## src/rtl/mash_seq_pkg.sv

```systemverilog
package mash_seq_pkg;
  localparam int ORDER        = 3;
  localparam int DEF_INT_W    = 8;
  localparam int DEF_MOD_W    = 12;
  localparam int MAX_UP_OFS   = 4;
  localparam int MAX_DOWN_OFS = 3;
endpackage

```

## src/rtl/mash_acc_stage.sv

```systemverilog
module mash_acc_stage #(
  parameter int MOD_W = 12
) (
  input  logic             clk,
  input  logic             rst,
  input  logic             clr,
  input  logic             step,
  input  logic [MOD_W-1:0] mod_i,
  input  logic [MOD_W-1:0] add_i,
  output logic [MOD_W-1:0] res_o,
  output logic             carry_o
);
  localparam int SUM_W = MOD_W + 1;

  logic [MOD_W-1:0] acc_q;
  logic [SUM_W-1:0] sum;
  logic [SUM_W-1:0] wrapped;

  always_comb begin
    sum     = {1'b0, acc_q} + {1'b0, add_i};
    wrapped = sum - {1'b0, mod_i};
    carry_o = (sum >= {1'b0, mod_i});
    res_o   = carry_o ? wrapped[MOD_W-1:0] : sum[MOD_W-1:0];
  end

  always_ff @(posedge clk) begin
    if (rst || clr) acc_q <= '0;
    else if (step)  acc_q <= res_o;
  end
endmodule

```

## src/rtl/mash_combiner.sv

```systemverilog
module mash_combiner #(
  parameter int INT_W = 8,
  parameter int ORDER = 3
) (
  input  logic             clk,
  input  logic             rst,
  input  logic             clr,
  input  logic             step,
  input  logic [INT_W-1:0] int_i,
  input  logic [ORDER-1:0] carry_i,
  output logic [INT_W:0]   div_o,
  output logic             valid_o
);
  localparam int OUT_W = INT_W + 1;

  logic             c2_d, c3_d, c3_dd;
  logic [OUT_W-1:0] nxt;

  always_comb begin
    nxt = {1'b0, int_i}
        + OUT_W'(carry_i[0])
        + OUT_W'(carry_i[1]) - OUT_W'(c2_d)
        + OUT_W'(carry_i[2]) + OUT_W'(c3_dd) - (OUT_W'(c3_d) << 1);
  end

  always_ff @(posedge clk) begin
    if (rst || clr) begin
      c2_d  <= 1'b0;
      c3_d  <= 1'b0;
      c3_dd <= 1'b0;
    end else if (step) begin
      c2_d  <= carry_i[1];
      c3_dd <= c3_d;
      c3_d  <= carry_i[2];
    end
  end

  always_ff @(posedge clk) begin
    if (rst) begin
      div_o   <= '0;
      valid_o <= 1'b0;
    end else begin
      valid_o <= step;
      if (step) div_o <= nxt;
    end
  end
endmodule

```

## src/rtl/mash_frac_seq.sv

```systemverilog
module mash_frac_seq #(
  parameter int INT_W = mash_seq_pkg::DEF_INT_W,
  parameter int MOD_W = mash_seq_pkg::DEF_MOD_W
) (
  input  logic             clk,
  input  logic             rst,
  input  logic             ref_en_i,
  input  logic             load_i,
  input  logic [INT_W-1:0] int_i,
  input  logic [MOD_W-1:0] frac_i,
  input  logic [MOD_W-1:0] mod_i,
  output logic [INT_W:0]   div_o,
  output logic             div_valid_o
);
  import mash_seq_pkg::*;

  logic [INT_W-1:0] cfg_int;
  logic [MOD_W-1:0] cfg_frac;
  logic [MOD_W-1:0] cfg_mod;
  logic             step;

  logic [MOD_W-1:0] stage_in  [ORDER];
  logic [MOD_W-1:0] stage_res [ORDER];
  logic [ORDER-1:0] carry;

  assign step = ref_en_i & ~load_i;

  always_ff @(posedge clk) begin
    if (rst) begin
      cfg_int  <= '0;
      cfg_frac <= '0;
      cfg_mod  <= '0;
    end else if (load_i) begin
      cfg_int  <= int_i;
      cfg_frac <= frac_i;
      cfg_mod  <= mod_i;
    end
  end

  for (genvar g = 0; g < ORDER; g++) begin : g_stage
    if (g == 0) begin : g_head
      assign stage_in[g] = cfg_frac;
    end else begin : g_tail
      assign stage_in[g] = stage_res[g-1];
    end

    mash_acc_stage #(.MOD_W(MOD_W)) u_acc (
      .clk    (clk),
      .rst    (rst),
      .clr    (load_i),
      .step   (step),
      .mod_i  (cfg_mod),
      .add_i  (stage_in[g]),
      .res_o  (stage_res[g]),
      .carry_o(carry[g])
    );
  end

  mash_combiner #(.INT_W(INT_W), .ORDER(ORDER)) u_comb (
    .clk    (clk),
    .rst    (rst),
    .clr    (load_i),
    .step   (step),
    .int_i  (cfg_int),
    .carry_i(carry),
    .div_o  (div_o),
    .valid_o(div_valid_o)
  );
endmodule

```

## config.mk

```make
export PLATFORM = sky130hd
export DESIGN_NAME = mash_frac_seq
export DESIGN_NICKNAME = d
export VERILOG_FILES = /design/src/rtl/mash_seq_pkg.sv /design/src/rtl/mash_acc_stage.sv /design/src/rtl/mash_combiner.sv /design/src/rtl/mash_frac_seq.sv
export SDC_FILE = /design/constraint.sdc
export NUM_CORES = 1
export LEC_CHECK = 0
export BUFFER_PORTS_ARGS = -buffer_cell sky130_fd_sc_hd__buf_2
export CAP_MARGIN = 0
export CORE_ASPECT_RATIO = 0.8
export CORE_MARGIN = 3
export CORE_UTILIZATION = 56
export DETAILED_ROUTE_END_ITERATION = 10
export GPL_TIMING_DRIVEN = 0
export HOLD_SLACK_MARGIN = 0.03
export MAX_ROUTING_LAYER = met4
export PLACE_DENSITY = 0.78
export SYNTH_ARGS = -nofsm -noshare
export SYNTH_HDL_FRONTEND = slang
export SYNTH_SLANG_ARGS = --single-unit
export TNS_END_PERCENT = 5
```

## constraint.sdc

```tcl
create_clock -name clk -period 10 [get_ports clk]
set_input_delay 2 -clock clk [delete_from_list [all_inputs] [get_ports clk]]
set_output_delay 2 -clock clk [all_outputs]
set_load 0.03 [all_outputs]
```

==> results of run 1 <==
[layout by cell type, fill, tap and decap left out, types with 8 or more instances in the layout]
master / Yosys / routed
o21a_1: 12 / 12
mux2_2: 8 / 8
mux2i_1: 48 / 44
a21o_1: 17 / 17
ha_2: 0 / 9
nor3_1: 21 / 17
nand3_1: 12 / 12
o21ai_1: 2 / 9
inv_1: 50 / 48
o21ai_0: 39 / 24
xor2_1: 14 / 13
nand2_1: 30 / 28
clkbuf_16: 0 / 9
a21oi_2: 5 / 15
mux2_4: 10 / 10
ha_1: 80 / 59
o21ai_2: 2 / 9
nor2_1: 66 / 63
buf_2: 0 / 44
o21bai_1: 8 / 8
o221a_2: 19 / 19
ha_4: 0 / 12
dfxtp_1: 81 / 77
xnor2_1: 41 / 34
a21oi_1: 63 / 48
clkbuf_1: 15 / 15
buf_4: 1 / 43
[kinds of logic after synthesis]
kind of cell    share of synthesized area
flops                               0.236
mux                                 0.105
fa+ha+maj                           0.175
xor+xnor                           0.0701
compound gates                      0.238
buf+inv                            0.0519
simple gates                        0.124
[through the flow]
stage	setup TNS, ns	hold WS (ns)	util	instances
floorplan	-0.609	0.442	-	775
detailed placement	-14.56	0.446	0.634	967
global placement	-11.59	0.441	0.634	967
global route	-12.33	0.473	0.730	1029
finish	-8.57	0.461	0.730	1029
CTS	-4.77	0.460	0.699	1019
[area by class of cell]
class	count	share of cell area
Clock buffer	9	0.0263
Timing Repair Buffer	90	0.0683
Buffer	26	0.0207
Clock inverter	7	0.00701
Inverter	51	0.0232
Sequential cell	81	0.190
Tap cell	148	0.0216
Multi-Input combinational cell	617	0.643
[metal layers]
layer | GRT usage | part of all wire
met5 | - | 0
met4 | 0.113 | 0.029
met3 | 0.0634 | 0.053
met2 | 0.459 | 0.47
met1 | 0.370 | 0.45
[cell usage after synthesis (all sizes together), types with 4 or more instances]
library cell / number
xnor2: 41
o21a: 12
fa: 10
inv: 51
nand3: 12
nand2: 31
nor2: 66
and3: 5
or3: 9
nor4: 6
o21bai: 8
a211o: 4
nand2b: 6
buf: 6
dfxtp: 81
a21o: 17
nor3: 21
a21oi: 68
clkbuf: 19
o221a: 24
o21ai: 43
nand3b: 4
a211oi: 12
xor2: 14
ha: 80
o211ai: 4
mux2: 18
nor2b: 5
a21boi: 6
nand4: 6
mux2i: 48
[critical path, delay by kind of cell, from the launching register on]
| kind | cells | cell delay (ns) |
|---|---|---|
| buf+inv | 7 | 0.78 |
| simple gates | 11 | 1.63 |
| xor+xnor | 4 | 0.58 |
| mux | 2 | 0.26 |
| fa+ha+maj | 12 | 3.82 |
| flops | 1 | 0.35 |
| compound gates | 22 | 3.71 |
[what timing repair did]
item                       4_1_cts  5_1_grt
setup endpoints to repair       22       10
hold buffers                     0        0
buffers inserted                36       10
pin swaps                       45       52
resized for setup               44       59
[worst max path at each step]
| stage | endpoint | start | slack, ns | cells after the start |
|---|---|---|---|---|
| floorplan | u_comb.div_o[7] | g_stage[0].u_acc.acc_q[0] | -0.23 | 54 |
| global placement | u_comb.div_o[7] | g_stage[0].u_acc.acc_q[0] | -1.70 | 54 |
| detailed placement | u_comb.div_o[7] | g_stage[0].u_acc.acc_q[0] | -1.97 | 54 |
| CTS | u_comb.div_o[6] | g_stage[0].u_acc.acc_q[0] | -0.90 | 58 |
| global route | u_comb.div_o[6] | cfg_frac[0] | -1.72 | 58 |
| finish | u_comb.div_o[6] | cfg_frac[0] | -1.29 | 58 |
[sequential cells by signal, indices dropped and copies added, names as in the netlist]
| register | cells |
|---|---|
| cfg_frac | 12 |
| cfg_int | 8 |
| cfg_mod | 12 |
| g_stage.u_acc.acc_q | 36 |
| u_comb.c2_d | 1 |
| u_comb.c3_d | 1 |
| u_comb.c3_dd | 1 |
| u_comb.div_o | 9 |
| u_comb.valid_o | 1 |
==> reports/qor.yml, run 1 <==
setup_viol: 9
post-route-period-util: 1.13
die_h_um: 105
multiInputGateArea_um2: 5510
fin_ws_ns: -1.29
start_util: 0.586
r2r-end: "u_comb.div_o[6]"
fin_area_um2: 8570
grt_max_degree: 17
antenna_found_initial: 0
wirelength_um: 20000
dieArea_um2: 13600
worstReg2RegStart: "cfg_frac[0]"
place_congestion: 0.957
grt_pass1_wl_um: 31000
cp.arrival_ns: 11.54
grt_use_total: 0.293
critPathCaptureType: "register"
syn_inst: 775
yosys.area.top_type: "dfxtp_1"
crit_required_ns: 10.25
die_x_um: 130
synth_area_per_cell_um2: 8.87
dpl-instance-area_um2: 7440
ys_top_cells_by_area: "dfxtp_1 (24%), ha_1 (15%), mux2i_1 (7.0%)"
synthFlopType: "dfxtp_1"
drc_errors: 0
cap_viol_max_count: 0
max_freq_mhz: 88.6
dp_slack_ns: -1.97
synth_edf_count: 0
dr.pass1.iters: 5
cts_root_buf: "clkbuf_16"
io_pins: 46
async_flop_share: 0
drive_above_1_share: 0.302
nets: 1002
synth_area_um2: 6870
yosysUniqueCellTypes: 73
grt_pass1_vias: 6317
cpMaxStageDelayCell: "fa_1"
status: "finished, violations left"
fin_skew_ns: 0.0118
io_buffers: 44
worstSkewPairLatency_ns: 0.35
synth_nets: 901
numCtsBuffers: 9
r2r_cells: 58
holdPathStages: 2
finalHoldViolCount: 0
post-route-min-period_ns: 11.29
yosysWarnings: 0
num_vias: 6331
cts_tree: "yes"
violations: "setup timing"
worstMarginPinSlew_ns: 0.870
core_um2: 11700
hold_path.class: "reg2reg"
regArea_um2: 1630
htreeDepth: 3
clk_pin_slew_ns: 0.07
max_slew_margin: 0.420
synth_top_cell_area_share: 0.236
area_growth_pct: 24.7
cts_buffer_depth: 2
viasPerCell: 6.15
slowest_delay_ns: 0.53
overflow: 0
nFillCells: 863
cts_sinks: 81
startpoint_type: "register"
grt_setup_unrepaired: "true"
drtIter0Drc: 394
hold_path_end: "u_comb.div_o[3]"
r2r_setup_slack_ns: -1.29
insertedDiodeCount: 0
placementRows: 35
hold_start: "u_comb.div_o[3]"
postSynthRegisterBits: 81
slew_violations: 0
path_class: "reg2reg"
postRouteAntennaNets: 0
seq_area_frac_synth: 0.236
post_drt_wl_per_cell_um: 19.4
cp_max_fo: 10
dpl.hpwl_um: 14400
Power of run 1 is not shown: default switching activity piles up to over one toggle a cycle in this logic, so the estimate is an artifact.
==> inputs of run 2 (changes only) <==
CORE_UTILIZATION = 60   (was 56)
PLACE_DENSITY = 0.79   (was 0.78)
clock period = 12.11 ns   (was 10 ns; I/O delays follow)
==> run 2 against run 1 <==
First-iteration DRC count up 21%; global-route usage rose by 0.37 points; the flow now finishes without violations; wire length is 5.1% lower; non-clock buffer count shrank 36; critical path type unchanged; maximum frequency down 3.1%; cell count decreased by 3.9%; clock-buffer cell count rose by 3; sequential cell count did not move.
==> reports/qor.yml, run 2 (synthesis gave the netlist of run 1 again) <==
status: "finished clean"
dr.pass1.iters: 5
max_slew_margin: 0.442
io_buffers: 44
post-route-min-period_ns: 11.66
top_register: "g_stage.u_acc.acc_q"
cts_root_buf: "clkbuf_16"
grt_pass1_wl_um: 29600
numCtsBuffers: 9
crit_family: "compound AO/OA/AOI/OAI gates"
crit_path_start: "cfg_frac[4]"
drc_errors: 0
post_drt_wl_per_cell_um: 19.2
hold_path_end: "u_comb.div_o[3]"
post-route-period-util: 0.963
crit_required_ns: 12.36
cap_viol_max_count: 0
dpl.hpwl_um: 14300
r2r-end: "u_comb.div_o[6]"
core_um2: 11000
max_freq_mhz: 85.8
slowest_delay_ns: 0.53
nets: 966
place_congestion: 0.973
area_growth_pct: 15.9
worstReg2RegStart: "cfg_frac[4]"
htreeDepth: 3
dp_slack_ns: -0.629
grt_use_total: 0.297
critPathCaptureType: "register"
antenna_found_initial: 0
grt_pass1_vias: 6048
crit_buf_inv: 6
placementRows: 34
r2r_setup_slack_ns: 0.45
fin_skew_ns: 0.00653
drtIter0Drc: 477
clk_pin_slew_ns: 0.06
startpoint_type: "register"
dieArea_um2: 12800
r2r_cells: 53
cts_buffer_depth: 2
worstSkewPairLatency_ns: 0.35
whs_ns: 0.448
setup_viol: 0
holdPathStages: 2
start_util: 0.624
cp.arrival_ns: 11.90
hold_start: "u_comb.div_o[3]"
cts_hold_buf: 0
grt_max_degree: 14
largestRegisters: "g_stage.u_acc.acc_q: 36 flops, cfg_frac: 12 flops, cfg_mod: 12 flops"
die_h_um: 102
nFillCells: 808
hold_path.class: "reg2reg"
insertedDiodeCount: 0
crit_cells: 53
largest_register_ff_count: 36
cpMaxStageDelayCell: "fa_1"
die_x_um: 126
cp_max_fo: 10
worstMarginPinSlew_ns: 0.837
drive_above_1_share: 0.217
final_common_cell: "dfxtp_1"
fin_ws_ns: 0.454
num_vias: 6274
postRouteAntennaNets: 0
path_class: "reg2reg"
most-common-layout-cells: "dfxtp_1 (81), ha_1 (68), nor2_1 (64)"
cts_sinks: 81
wirelength_um: 19000
io_pins: 46
overflow: 0
finalHoldViolCount: 0
viasPerCell: 6.34
slew_violations: 0
cts_tree: "yes"
## run 2: changes by cell type in the layout (fill, tap and decap cells not counted), moves of 4 or more
cell and change:
a21oi_1 +8, a21oi_4 -5, buf_4 -33, dfxtp_1 +4
dfxtp_2 -4, ha_1 +9, ha_4 -9, o21ai_0 +9
o21ai_2 -5
## run 2: worst max path at each step
stage | endpoint | slack [ns]
floorplan | u_comb.div_o[7] | 1.22
global placement | u_comb.div_o[7] | -0.18
detailed placement | u_comb.div_o[6] | -0.63
CTS | u_comb.div_o[6] | 0.01
global route | u_comb.div_o[7] | -0.06
finish | u_comb.div_o[6] | 0.45
## run 2: cell type report
type	instances	area, µm²	share of cell area
Buffer	26	173	0.0217
Clock buffer	12	236	0.0297
Clock inverter	4	76.3	0.00958
Inverter	51	194	0.0243
Multi-Input combinational cell	617	5190	0.652
Sequential cell	81	1620	0.204
Tap cell	144	180	0.0226
Timing Repair Buffer	54	295	0.0371
## run 2: per-stage QoR
stage / TNS, ns / std cells / util / instance area, µm²
floorplan: 0 / 775 / - / 6870
global placement: -0.384 / 963 / 0.660 / 7270
detailed placement: -2.30 / 963 / 0.660 / 7270
CTS: 0 / 983 / 0.695 / 7660
global route: -0.143 / 989 / 0.723 / 7970
finish: 0 / 989 / 0.723 / 7970
## run 2: metal layers
metal  wire [µm]  global-route usage
met4         432              0.0908
met3        1340              0.0432
met5           0                   -
met2        8970               0.499
met1        8240               0.374
## run 2: repair_timing
| action | in CTS | in global routing |
|---|---|---|
| endpoints found under the setup margin | 5 | 8 |
| pin swaps | 7 | 18 |
| buffers inserted | 4 | 6 |
| resized for setup | 13 | 56 |
## run 2: worst register-to-register path: cells and delay by family, from the launching register on
kind	cells	cell delay [ns]
simple gates	8	1.53
mux	2	0.64
buf+inv	6	0.75
flops	1	0.35
compound gates	24	4.52
fa+ha+maj	9	3.03
xor+xnor	4	0.70
Power of run 2 is left out for the same reason.
==> inputs of run 3 (changes only) <==
MAX_ROUTING_LAYER = not set   (was met4)
REMOVE_ABC_BUFFERS = 1   (was not set)
==> run 3 against run 2 <==
Clock-buffer cell count fell by 1; sequential cell count did not move; setup slack improved by 0.094 ns; register-to-register slack improved by 0.09 ns; non-clock buffer count fell by 21; core utilization fell by 1.9 points; cell area fell by 2.6%; first-iteration DRC count fell by 2.3%; die area did not move; clock skew fell by 0.00093 ns.
==> reports/qor.yml, run 3 (synthesis gave the netlist of run 1 again) <==
status: "finished clean"
grt_pass1_vias: 5882
r2r_setup_slack_ns: 0.55
path_class: "reg2reg"
placementRows: 34
cts_sinks: 81
post-route-period-util: 0.955
post-route-min-period_ns: 11.56
dieArea_um2: 12800
die_x_um: 126
dpl-instance-area_um2: 7150
drive_above_1_share: 0.216
area_growth_pct: 12.9
cpMaxStageDelayCell: "fa_1"
nets: 945
clk_pin_slew_ns: 0.06
worstReg2RegStart: "g_stage[0].u_acc.acc_q[0]"
grt_use_total: 0.271
die_h_um: 102
grt_pass1_wl_um: 28400
wirelength_um: 17300
nFillCells: 889
cts_root_buf: "clkbuf_16"
top_register: "g_stage.u_acc.acc_q"
drc_errors: 0
r2r-end: "u_comb.div_o[7]"
num_vias: 6013
final_common_cell: "dfxtp_1"
fin_skew_ns: 0.00561
slowest_delay_ns: 0.51
place_congestion: 0.974
max_slew_margin: 0.222
overflow: 0
htreeDepth: 3
cts_tree: "yes"
cp_max_fo: 10
io_buffers: 45
antenna_found_initial: 0
insertedDiodeCount: 0
post_drt_wl_per_cell_um: 17.9
grt_max_degree: 50
worstMarginPinSlew_ns: 1.17
largest_register_ff_count: 36
critPathCaptureType: "register"
postRouteAntennaNets: 0
cts_hold_buf: 0
startpoint_type: "register"
cp.arrival_ns: 11.86
viasPerCell: 6.21
dr.pass1.iters: 5
hold_path.class: "reg2reg"
max_freq_mhz: 86.5
hold_path_end: "u_comb.div_o[5]"
start_util: 0.624
crit_required_ns: 12.41
fin_area_um2: 7760
largestRegisters: "g_stage.u_acc.acc_q: 36 flops, cfg_frac: 12 flops, cfg_mod: 12 flops"
cts_buffer_depth: 2
numCtsBuffers: 9
cap_viol_max_count: 0
finalHoldViolCount: 0
r2r_cells: 54
drtIter0Drc: 466
slew_violations: 0
dpl.hpwl_um: 12200
hold_start: "u_comb.div_o[5]"
postLayoutCoreUtil: 0.704
core_um2: 11000
setup_viol: 0
holdPathStages: 2
worstSkewPairLatency_ns: 0.35
most-common-layout-cells: "dfxtp_1 (81), ha_1 (69), nor2_1 (64)"
io_pins: 46
-- run 3: changes by cell type in the layout (fill, tap and decap cells not counted), moves of 2 or more --
cell,change
buf_1,-3
clkbuf_1,-18
clkbuf_8,-2
ha_2,+2
ha_4,-3
mux2i_1,+2
mux2i_4,-2
o21ai_0,-2
o21ai_1,+3
xnor2_1,+3
xnor2_2,-3
-- run 3: area by class of cell --
cell class / count / area, µm² / area share
Clock buffer: 11 / 253 / 0.0326
Timing Repair Buffer: 59 / 349 / 0.0450
Clock inverter: 5 / 62.6 / 0.00806
Inverter: 51 / 194 / 0.0250
Multi-Input combinational cell: 617 / 5100 / 0.657
Sequential cell: 81 / 1620 / 0.209
Tap cell: 144 / 180 / 0.0232
-- run 3: how the worst max path moves through the flow --
stage / cells past startpoint / slack [ns] / from / to
5_1_grt: 50 / -0.007 / g_stage[0].u_acc.acc_q[4] / u_comb.div_o[7]
3_5_place_dp: 52 / -1.36 / cfg_frac[0] / u_comb.div_o[7]
3_3_place_gp: 52 / -0.94 / cfg_frac[0] / u_comb.div_o[7]
4_1_cts: 55 / 0.07 / cfg_frac[0] / u_comb.div_o[7]
2_1_floorplan: 52 / 0.78 / cfg_frac[0] / u_comb.div_o[7]
6_report: 54 / 0.55 / g_stage[0].u_acc.acc_q[0] / u_comb.div_o[7]
-- run 3: critical path, delay by kind of cell (launching register included) --
kind | cells | cell delay, ns
multiplexers | 2 | 0.49
buffers and inverters | 5 | 0.53
AND/OR/NAND/NOR | 13 | 2.15
flip-flops | 1 | 0.34
adder cells (fa/ha/maj) | 10 | 3.47
XOR/XNOR | 2 | 0.30
AO/OA/AOI/OAI | 22 | 4.21
-- run 3: what timing repair did --
item	CTS	global route
resized for setup	10	49
buffers inserted	8	4
setup endpoints to repair	9	8
pin swaps	3	15
-- run 3: metal layers --
| metal | track usage | routed length [µm] |
|---|---|---|
| met3 | 0.0459 | 920 |
| met1 | 0.358 | 8050 |
| met5 | 0 | 0 |
| met2 | 0.450 | 7950 |
| met4 | 0.100 | 382 |
-- run 3: per-stage QoR --
step / instances / worst slack (ns) / TNS (ns) / hold slack [ns]
after global routing: 968 / -0.00681 / -0.00799 / 0.474
after CTS: 964 / 0.0745 / 0 / 0.458
after floorplan: 749 / 0.783 / 0 / 0.442
after detailed placement: 940 / -1.36 / -7.44 / 0.441
after global placement: 938 / -0.944 / -4.55 / 0.435
final: 968 / 0.547 / 0 / 0.456
Power of run 3 is left out for the same reason.
